### src/rtl/gpioBlinkPkg.sv
package gpioBlinkPkg;
  localparam int PIN_CNT  = 8;
  localparam int TIMER_W  = 24;
  localparam int DATA_W   = 24;
  localparam int ADDR_W   = 4;
  localparam int HALF_RST = 1250000;

  localparam logic [ADDR_W-1:0] A_DIR   = 4'd0;
  localparam logic [ADDR_W-1:0] A_OUTV  = 4'd1;
  localparam logic [ADDR_W-1:0] A_BLINK = 4'd2;
  localparam logic [ADDR_W-1:0] A_IEN   = 4'd3;
  localparam logic [ADDR_W-1:0] A_MODE  = 4'd4;
  localparam logic [ADDR_W-1:0] A_POL   = 4'd5;
  localparam logic [ADDR_W-1:0] A_STAT  = 4'd6;
  localparam logic [ADDR_W-1:0] A_HALF  = 4'd7;

  typedef struct packed {
    logic [PIN_CNT-1:0] clrMask;
    logic               periodWr;
  } ctrlStrobe_t;
endpackage

### src/rtl/gpioBlinkTimer.sv
module gpioBlinkTimer
  import gpioBlinkPkg::*;
#(
  parameter int TW = TIMER_W
) (
  input  logic          clk,
  input  logic          rstN,
  input  logic          restart,
  input  logic [TW-1:0] halfCount,
  output logic          phase
);
  logic [TW-1:0] cnt;
  logic [TW:0]   cntNext;
  logic          wrap;

  assign cntNext = {1'b0, cnt} + 1'b1;
  assign wrap    = cntNext >= {1'b0, halfCount};

  always_ff @(posedge clk or negedge rstN) begin
    if (!rstN) begin
      cnt   <= '0;
      phase <= 1'b0;
    end else if (restart) begin
      cnt <= '0;
    end else if (wrap) begin
      cnt   <= '0;
      phase <= ~phase;
    end else begin
      cnt <= cntNext[TW-1:0];
    end
  end

  assert_restart_hold_R5: assert property (@(posedge clk) disable iff (!rstN)
    restart |=> $stable(phase));

  assert_cnt_bound_R4: assert property (@(posedge clk) disable iff (!rstN)
    (cnt < halfCount) || (cnt == '0));
endmodule

### src/rtl/gpioPinPath.sv
module gpioPinPath
  import gpioBlinkPkg::*;
#(
  parameter int P  = PIN_CNT,
  parameter int TW = TIMER_W
) (
  input  logic          clk,
  input  logic          rstN,
  input  logic [P-1:0]  pinIn,
  input  logic [P-1:0]  dirOut,
  input  logic [P-1:0]  outValue,
  input  logic [P-1:0]  blinkSel,
  input  logic [P-1:0]  lvlMode,
  input  logic [P-1:0]  activePol,
  input  ctrlStrobe_t   strb,
  input  logic [TW-1:0] halfPeriod,
  output logic [P-1:0]  pendingVec,
  output logic [P-1:0]  pinOe,
  output logic [P-1:0]  pinOut
);
  logic [P-1:0] syncA, syncB, syncPrev, sticky;
  logic [P-1:0] edgeHit, levelHit;
  logic         blinkPhase;

  always_ff @(posedge clk or negedge rstN) begin
    if (!rstN) begin
      syncA    <= '0;
      syncB    <= '0;
      syncPrev <= '0;
      sticky   <= '0;
    end else begin
      syncA    <= pinIn;
      syncB    <= syncA;
      syncPrev <= syncB;
      sticky   <= (sticky & ~strb.clrMask) | edgeHit;
    end
  end

  assign levelHit = ~(syncB ^ activePol);
  assign edgeHit  = ~dirOut & ~lvlMode & (syncB ^ syncPrev) & levelHit;
  assign pinOe    = dirOut;

  gpioBlinkTimer #(.TW(TW)) uTimer (
    .clk       (clk),
    .rstN      (rstN),
    .restart   (strb.periodWr),
    .halfCount (halfPeriod),
    .phase     (blinkPhase)
  );

  for (genvar i = 0; i < P; i++) begin : gPin
    assign pendingVec[i] = !dirOut[i] && (lvlMode[i] ? levelHit[i] : sticky[i]);
    assign pinOut[i]     = (dirOut[i] && blinkSel[i]) ? blinkPhase : outValue[i];
  end

  assert_sticky_clear_R7: assert property (@(posedge clk) disable iff (!rstN)
    (($past(sticky) & ~sticky & ~$past(strb.clrMask)) == '0));

  assert_no_out_edge_R10: assert property (@(posedge clk) disable iff (!rstN)
    (((sticky & ~$past(sticky)) & $past(dirOut)) == '0));
endmodule

### src/rtl/gpioRegCtrl.sv
module gpioRegCtrl
  import gpioBlinkPkg::*;
#(
  parameter int P        = PIN_CNT,
  parameter int TW       = TIMER_W,
  parameter int DW       = DATA_W,
  parameter int AW       = ADDR_W,
  parameter int HALF_DEF = HALF_RST
) (
  input  logic          clk,
  input  logic          rstN,
  input  logic          regWrEn,
  input  logic [AW-1:0] regAddr,
  input  logic [DW-1:0] regWrData,
  output logic [DW-1:0] regRdData,
  input  logic [P-1:0]  pendingVec,
  output logic [P-1:0]  dirOut,
  output logic [P-1:0]  outValue,
  output logic [P-1:0]  blinkSel,
  output logic [P-1:0]  lvlMode,
  output logic [P-1:0]  activePol,
  output logic [TW-1:0] halfPeriod,
  output ctrlStrobe_t   strb,
  output logic          irq
);
  localparam int PAD = DW - P;
  logic [P-1:0] intEn;

  always_ff @(posedge clk or negedge rstN) begin
    if (!rstN) begin
      dirOut     <= '0;
      outValue   <= '0;
      blinkSel   <= '0;
      intEn      <= '0;
      lvlMode    <= '0;
      activePol  <= '0;
      halfPeriod <= TW'(HALF_DEF);
      irq        <= 1'b0;
    end else begin
      irq <= |(pendingVec & intEn);
      if (regWrEn) begin
        case (regAddr)
          A_DIR:   dirOut     <= regWrData[P-1:0];
          A_OUTV:  outValue   <= regWrData[P-1:0];
          A_BLINK: blinkSel   <= regWrData[P-1:0];
          A_IEN:   intEn      <= regWrData[P-1:0];
          A_MODE:  lvlMode    <= regWrData[P-1:0];
          A_POL:   activePol  <= regWrData[P-1:0];
          A_HALF:  halfPeriod <= regWrData[TW-1:0];
          default: ;
        endcase
      end
    end
  end

  always_comb begin
    strb.clrMask  = (regWrEn && regAddr == A_STAT) ? regWrData[P-1:0] : '0;
    strb.periodWr = regWrEn && regAddr == A_HALF;
  end

  always_comb begin
    case (regAddr)
      A_DIR:   regRdData = {{PAD{1'b0}}, dirOut};
      A_OUTV:  regRdData = {{PAD{1'b0}}, outValue};
      A_BLINK: regRdData = {{PAD{1'b0}}, blinkSel};
      A_IEN:   regRdData = {{PAD{1'b0}}, intEn};
      A_MODE:  regRdData = {{PAD{1'b0}}, lvlMode};
      A_POL:   regRdData = {{PAD{1'b0}}, activePol};
      A_STAT:  regRdData = {{PAD{1'b0}}, pendingVec};
      A_HALF:  regRdData = DW'(halfPeriod);
      default: regRdData = '0;
    endcase
  end

  assert_irq_rise_R9: assert property (@(posedge clk) disable iff (!rstN)
    $rose(irq) |-> $past(|intEn));

  assert_irq_masked_R9: assert property (@(posedge clk) disable iff (!rstN)
    (intEn == '0 && $past(intEn) == '0) |-> !irq);
endmodule

### src/rtl/gpioBlink.sv
module gpioBlink
  import gpioBlinkPkg::*;
#(
  parameter int HALF_DEF = HALF_RST
) (
  input  logic              clk,
  input  logic              rstN,
  input  logic              regWrEn,
  input  logic [ADDR_W-1:0] regAddr,
  input  logic [DATA_W-1:0] regWrData,
  output logic [DATA_W-1:0] regRdData,
  input  logic [PIN_CNT-1:0] pinIn,
  output logic [PIN_CNT-1:0] pinOe,
  output logic [PIN_CNT-1:0] pinOut,
  output logic              irq
);
  logic [PIN_CNT-1:0] pendingVec, dirOut, outValue, blinkSel, lvlMode, activePol;
  logic [TIMER_W-1:0] halfPeriod;
  ctrlStrobe_t        strb;

  gpioRegCtrl #(.HALF_DEF(HALF_DEF)) uCtrl (
    .clk        (clk),
    .rstN       (rstN),
    .regWrEn    (regWrEn),
    .regAddr    (regAddr),
    .regWrData  (regWrData),
    .regRdData  (regRdData),
    .pendingVec (pendingVec),
    .dirOut     (dirOut),
    .outValue   (outValue),
    .blinkSel   (blinkSel),
    .lvlMode    (lvlMode),
    .activePol  (activePol),
    .halfPeriod (halfPeriod),
    .strb       (strb),
    .irq        (irq)
  );

  gpioPinPath uPath (
    .clk        (clk),
    .rstN       (rstN),
    .pinIn      (pinIn),
    .dirOut     (dirOut),
    .outValue   (outValue),
    .blinkSel   (blinkSel),
    .lvlMode    (lvlMode),
    .activePol  (activePol),
    .strb       (strb),
    .halfPeriod (halfPeriod),
    .pendingVec (pendingVec),
    .pinOe      (pinOe),
    .pinOut     (pinOut)
  );
endmodule

### config.mk
export PLATFORM = sky130hd
export DESIGN_NAME = gpioBlink
export DESIGN_NICKNAME = d
export VERILOG_FILES = /design/src/rtl/gpioBlinkPkg.sv /design/src/rtl/gpioBlinkTimer.sv /design/src/rtl/gpioPinPath.sv /design/src/rtl/gpioRegCtrl.sv /design/src/rtl/gpioBlink.sv
export SDC_FILE = /design/constraint.sdc
export NUM_CORES = 1
export LEC_CHECK = 0
export ABC_AREA = 1
export ABC_CLOCK_PERIOD_IN_PS = 5700
export BUFFER_PORTS_ARGS = -buffer_cell sky130_fd_sc_hd__buf_2
export CORE_ASPECT_RATIO = 0.7
export CORE_MARGIN = 5
export CORE_UTILIZATION = 35
export DETAILED_ROUTE_END_ITERATION = 12
export HOLD_SLACK_MARGIN = 0.1
export PLACE_DENSITY_LB_ADDON = 0.08
export SLEW_MARGIN = 0
export SYNTH_ARGS = -nofsm -noshare
export SYNTH_HDL_FRONTEND = slang
export SYNTH_SLANG_ARGS = --single-unit
### constraint.sdc
create_clock -name clk -period 5.7 [get_ports clk]
set_input_delay 0.285 -clock clk [delete_from_list [all_inputs] [get_ports clk]]
set_output_delay 0.285 -clock clk [all_outputs]
set_load 0.1 [all_outputs]
==> results.md <==
- biggest area consumer among synthesized cells: dfrtp_1
- number of slew-limit violations in the final report: 0
- number of hold violations in the final report: 0
- CP Data Required Time: 6.04 ns
- Num Clock Sinks: 130
- final critical-path share of the clock period: 57.6%
- first-pass GRT wire length: 30100 um
- number of buffers inserted during clock tree synthesis: 17
- number of instances on the worst hold path: 3
- category of the critical setup timing path: reg -> reg
- flip-flop and latch count after synthesis: 130
- height of the die: 124 um
- number of distinct library cells after synthesis: 41
- Initial DRT Pass Iterations: 5
- Design Power: 3.25 mW
- total of endpoints with negative setup slack in the final report: 0
- largest cells by area after synthesis: dfrtp_1 (47%), nand2_1 (9.2%), o21ai_0 (5.9%)
- total nets after synthesis: 823
- final cell area excluding filler cells: 7930 um^2
- Leakage Power: 4.08 nW
- maximum clock frequency: 305 MHz
- die outline area: 21500 um^2
- DP Wirelength: 12900 um
- detailed-route vias per instance: 5.02
- placement row count: 41
- growth of design area from synthesis to finish: 21.9%
- Final Routed Wirelength: 18500 um
- yosys synthesis warning count: 0
- register-to-register path setup slack: 2.42 ns
- Tightest Hold Check Type: in -> reg
- maxcap violations: 0
- antenna-violating nets left: 0
- pin count of the biggest net entering global routing: 73
- total power per unit cell area: 409 nW/um^2
- Longest Clk Path Bufs: 2
- category of the worst setup path capture point: register
- global route overflow: 0
- DRC Markers: 0
- global-route usage over all layers: 18.0%
- area of the core: 18200 um^2
- Setup crit start kind: register
- minimum setup slack after placement: 2.42 ns
- worst path setup slack after routing: 2.42 ns
- starting density of the core: 35.8%
- Max VDD drop: 0.000291 V
- run status: finished, final reports clean
- unrepaired setup endpoints after global routing: false
- Max FO, Critical Path: 24
- utilization after layout: 43.7%
- number of cells in the finished layout apart from fillers: 1107
- vias post-DR: 5552
- area of placed instances: 7140 um^2
- root buf cell: clkbuf_16
- I/O pin total: 80
- footprint of the flip-flops and latches: 3260 um^2
- input/output buffers: 79
- latest clock arrival within the worst-skew pair: 0.42 ns
- clock tree from TritonCTS: done
- Post-CTS Setup Repair Bufs: 0
- depth of the CTS H-tree: 4
- layout cell share with drive strength beyond 1: 17.9%
- Layout Nets: 922
- logic depth of the worst register-to-register path: 15
- Synth Instances: 759
- antenna violations before repair: 0
- Antenna Cells: 0
- skew final: 0.0105 ns
- wire length per cell after detailed routing: 16.7 um
- Synth Cell Area: 6510 um^2
- register clock-pin slew on the reported worst setup and hold paths: 0.06 ns
- slew at the pin with the worst max-slew slack: 1.09 ns
- crit path DAT: 3.62 ns
- footprint of the multi-input gates: 2820 um^2
- Main synth FF type: dfrtp_1
- gp weighted congestion: 0.851
- worst hold slack: 0.120 ns
- accumulated negative setup slack: 0 ns
- post-layout min period: 3.28 ns
- share of async-settable or async-resettable flops after synthesis: 100%
- cell count after placement: 1058
- Die Width: 173 um
- Avg Inst Size Synth: 8.58 um^2
- Max transition margin: 27.1%
- proportion of netlist area held by the largest area contributor: 46.9%
- vias in the first global route: 5391
- Fillers: 1867
- DRT iter0 DRCs: 666
- proportion of synthesized chip area in sequential cells: 50.1%
- number of flops mapped to enable cells by yosys: 0
[critical path: stages (launching register included)]
cell	delay (ns)
dfrtp_1	0.41
ha_1	0.19
nand2_1	0.10
nor2_4	0.16
nand3_1	0.18
nor2_1	0.16
nand3_1	0.10
xor2_1	0.22
inv_1	0.07
ha_1	0.29
a21o_1	0.17
a21oi_1	0.22
nand3_1	0.10
nor2_1	0.22
nand3_4	0.38
nor2b_1	0.22
[worst paths after layout]
| kind | from | end |
|---|---|---|
| setup / recovery | uPath.uTimer.cnt[0] | uPath.uTimer.cnt[15] |
| max in group asynchronous | rstN | uCtrl.dirOut[0] |
| hold / removal | regWrData[11] | uCtrl.halfPeriod[11] |
| hold reg to reg | uPath.syncA[7] | uPath.syncB[7] |
| setup reg to reg | uPath.uTimer.cnt[0] | uPath.uTimer.cnt[15] |
| min in group asynchronous | rstN | uPath.syncA[2] |
[power by group]
group          internal (mW)  switching, mW  total (mW)
combinational          0.231          0.643       0.874
sequential              1.08          0.127        1.20
clock                  0.744          0.426        1.17
total                   2.05           1.20        3.25
[synthesized netlist by cell type (3+ instances only)]
cell type,instances
xnor2_1,10
or2_2,5
nand4_1,5
clkbuf_1,14
a21oi_1,37
a221oi_1,15
dfstp_2,8
a21o_1,3
nor2_1,78
dfrtp_1,122
xor2_1,12
nand3_1,22
nor2_4,3
inv_1,89
o21bai_1,3
clkinv_1,3
o41ai_1,4
a31oi_1,11
a211o_1,5
o22ai_1,4
nor2_2,21
o21ai_0,77
and2_1,3
nand2_1,159
ha_1,25
[timing repair]
item	4_1_cts	5_1_grt
endpoints found under the hold margin	69	0
gates resized for setup	0	0
hold buffers	17	0
[sequential cells by signal (all words and copies together) (netlist names)]
signal              flops
uPath.sticky            8
uPath.uTimer.phase      1
uCtrl.blinkSel          8
uPath.syncA             8
uPath.syncB             8
uCtrl.intEn             8
uCtrl.dirOut            8
uCtrl.outValue          8
uPath.uTimer.cnt       24
uCtrl.irq               1
uCtrl.halfPeriod       24
uCtrl.lvlMode           8
uPath.syncPrev          8
uCtrl.activePol         8
[cell type report]
type / count / share of cell area [%]
Tap cell: 236 / 3.72
Clock buffer: 19 / 5.58
Timing Repair Buffer: 97 / 7.30
Clock inverter: 13 / 2.32
Sequential cell: 130 / 41.1
Inverter: 92 / 4.35
Multi-Input combinational cell: 520 / 35.6
[kinds of logic after synthesis]
kind of cell / share of synthesized area, %
xor+xnor: 2.96
compound gates: 14.6
flops: 50.1
simple gates: 21.0
fa+ha+maj: 4.81
buf+inv: 6.54
[routing by layer]
metal | GRT usage (%) | up-vias | wire (um)
met2 | 24.7 | 178 | 7180
met3 | 4.46 | 24 | 1170
met5 | 0 | - | 0
met1 | 27.9 | 2663 | 9970
li1 | - | 2687 | -
met4 | 4.93 | 0 | 202
[cell usage in the layout (no fill, tap or decap), drive strengths merged, types with 8 or more instances in the layout]
master       instances
nand2              162
dfrtp              122
nor2               102
inv                 90
buf                 80
o21ai               77
a21oi               37
ha                  25
nand3               25
clkbuf              19
dlygate4sd3         17
a221oi              15
xor2                12
a31oi               11
xnor2               10
dfstp                8
clkinv               8
Power figures use the tool's default switching activity.
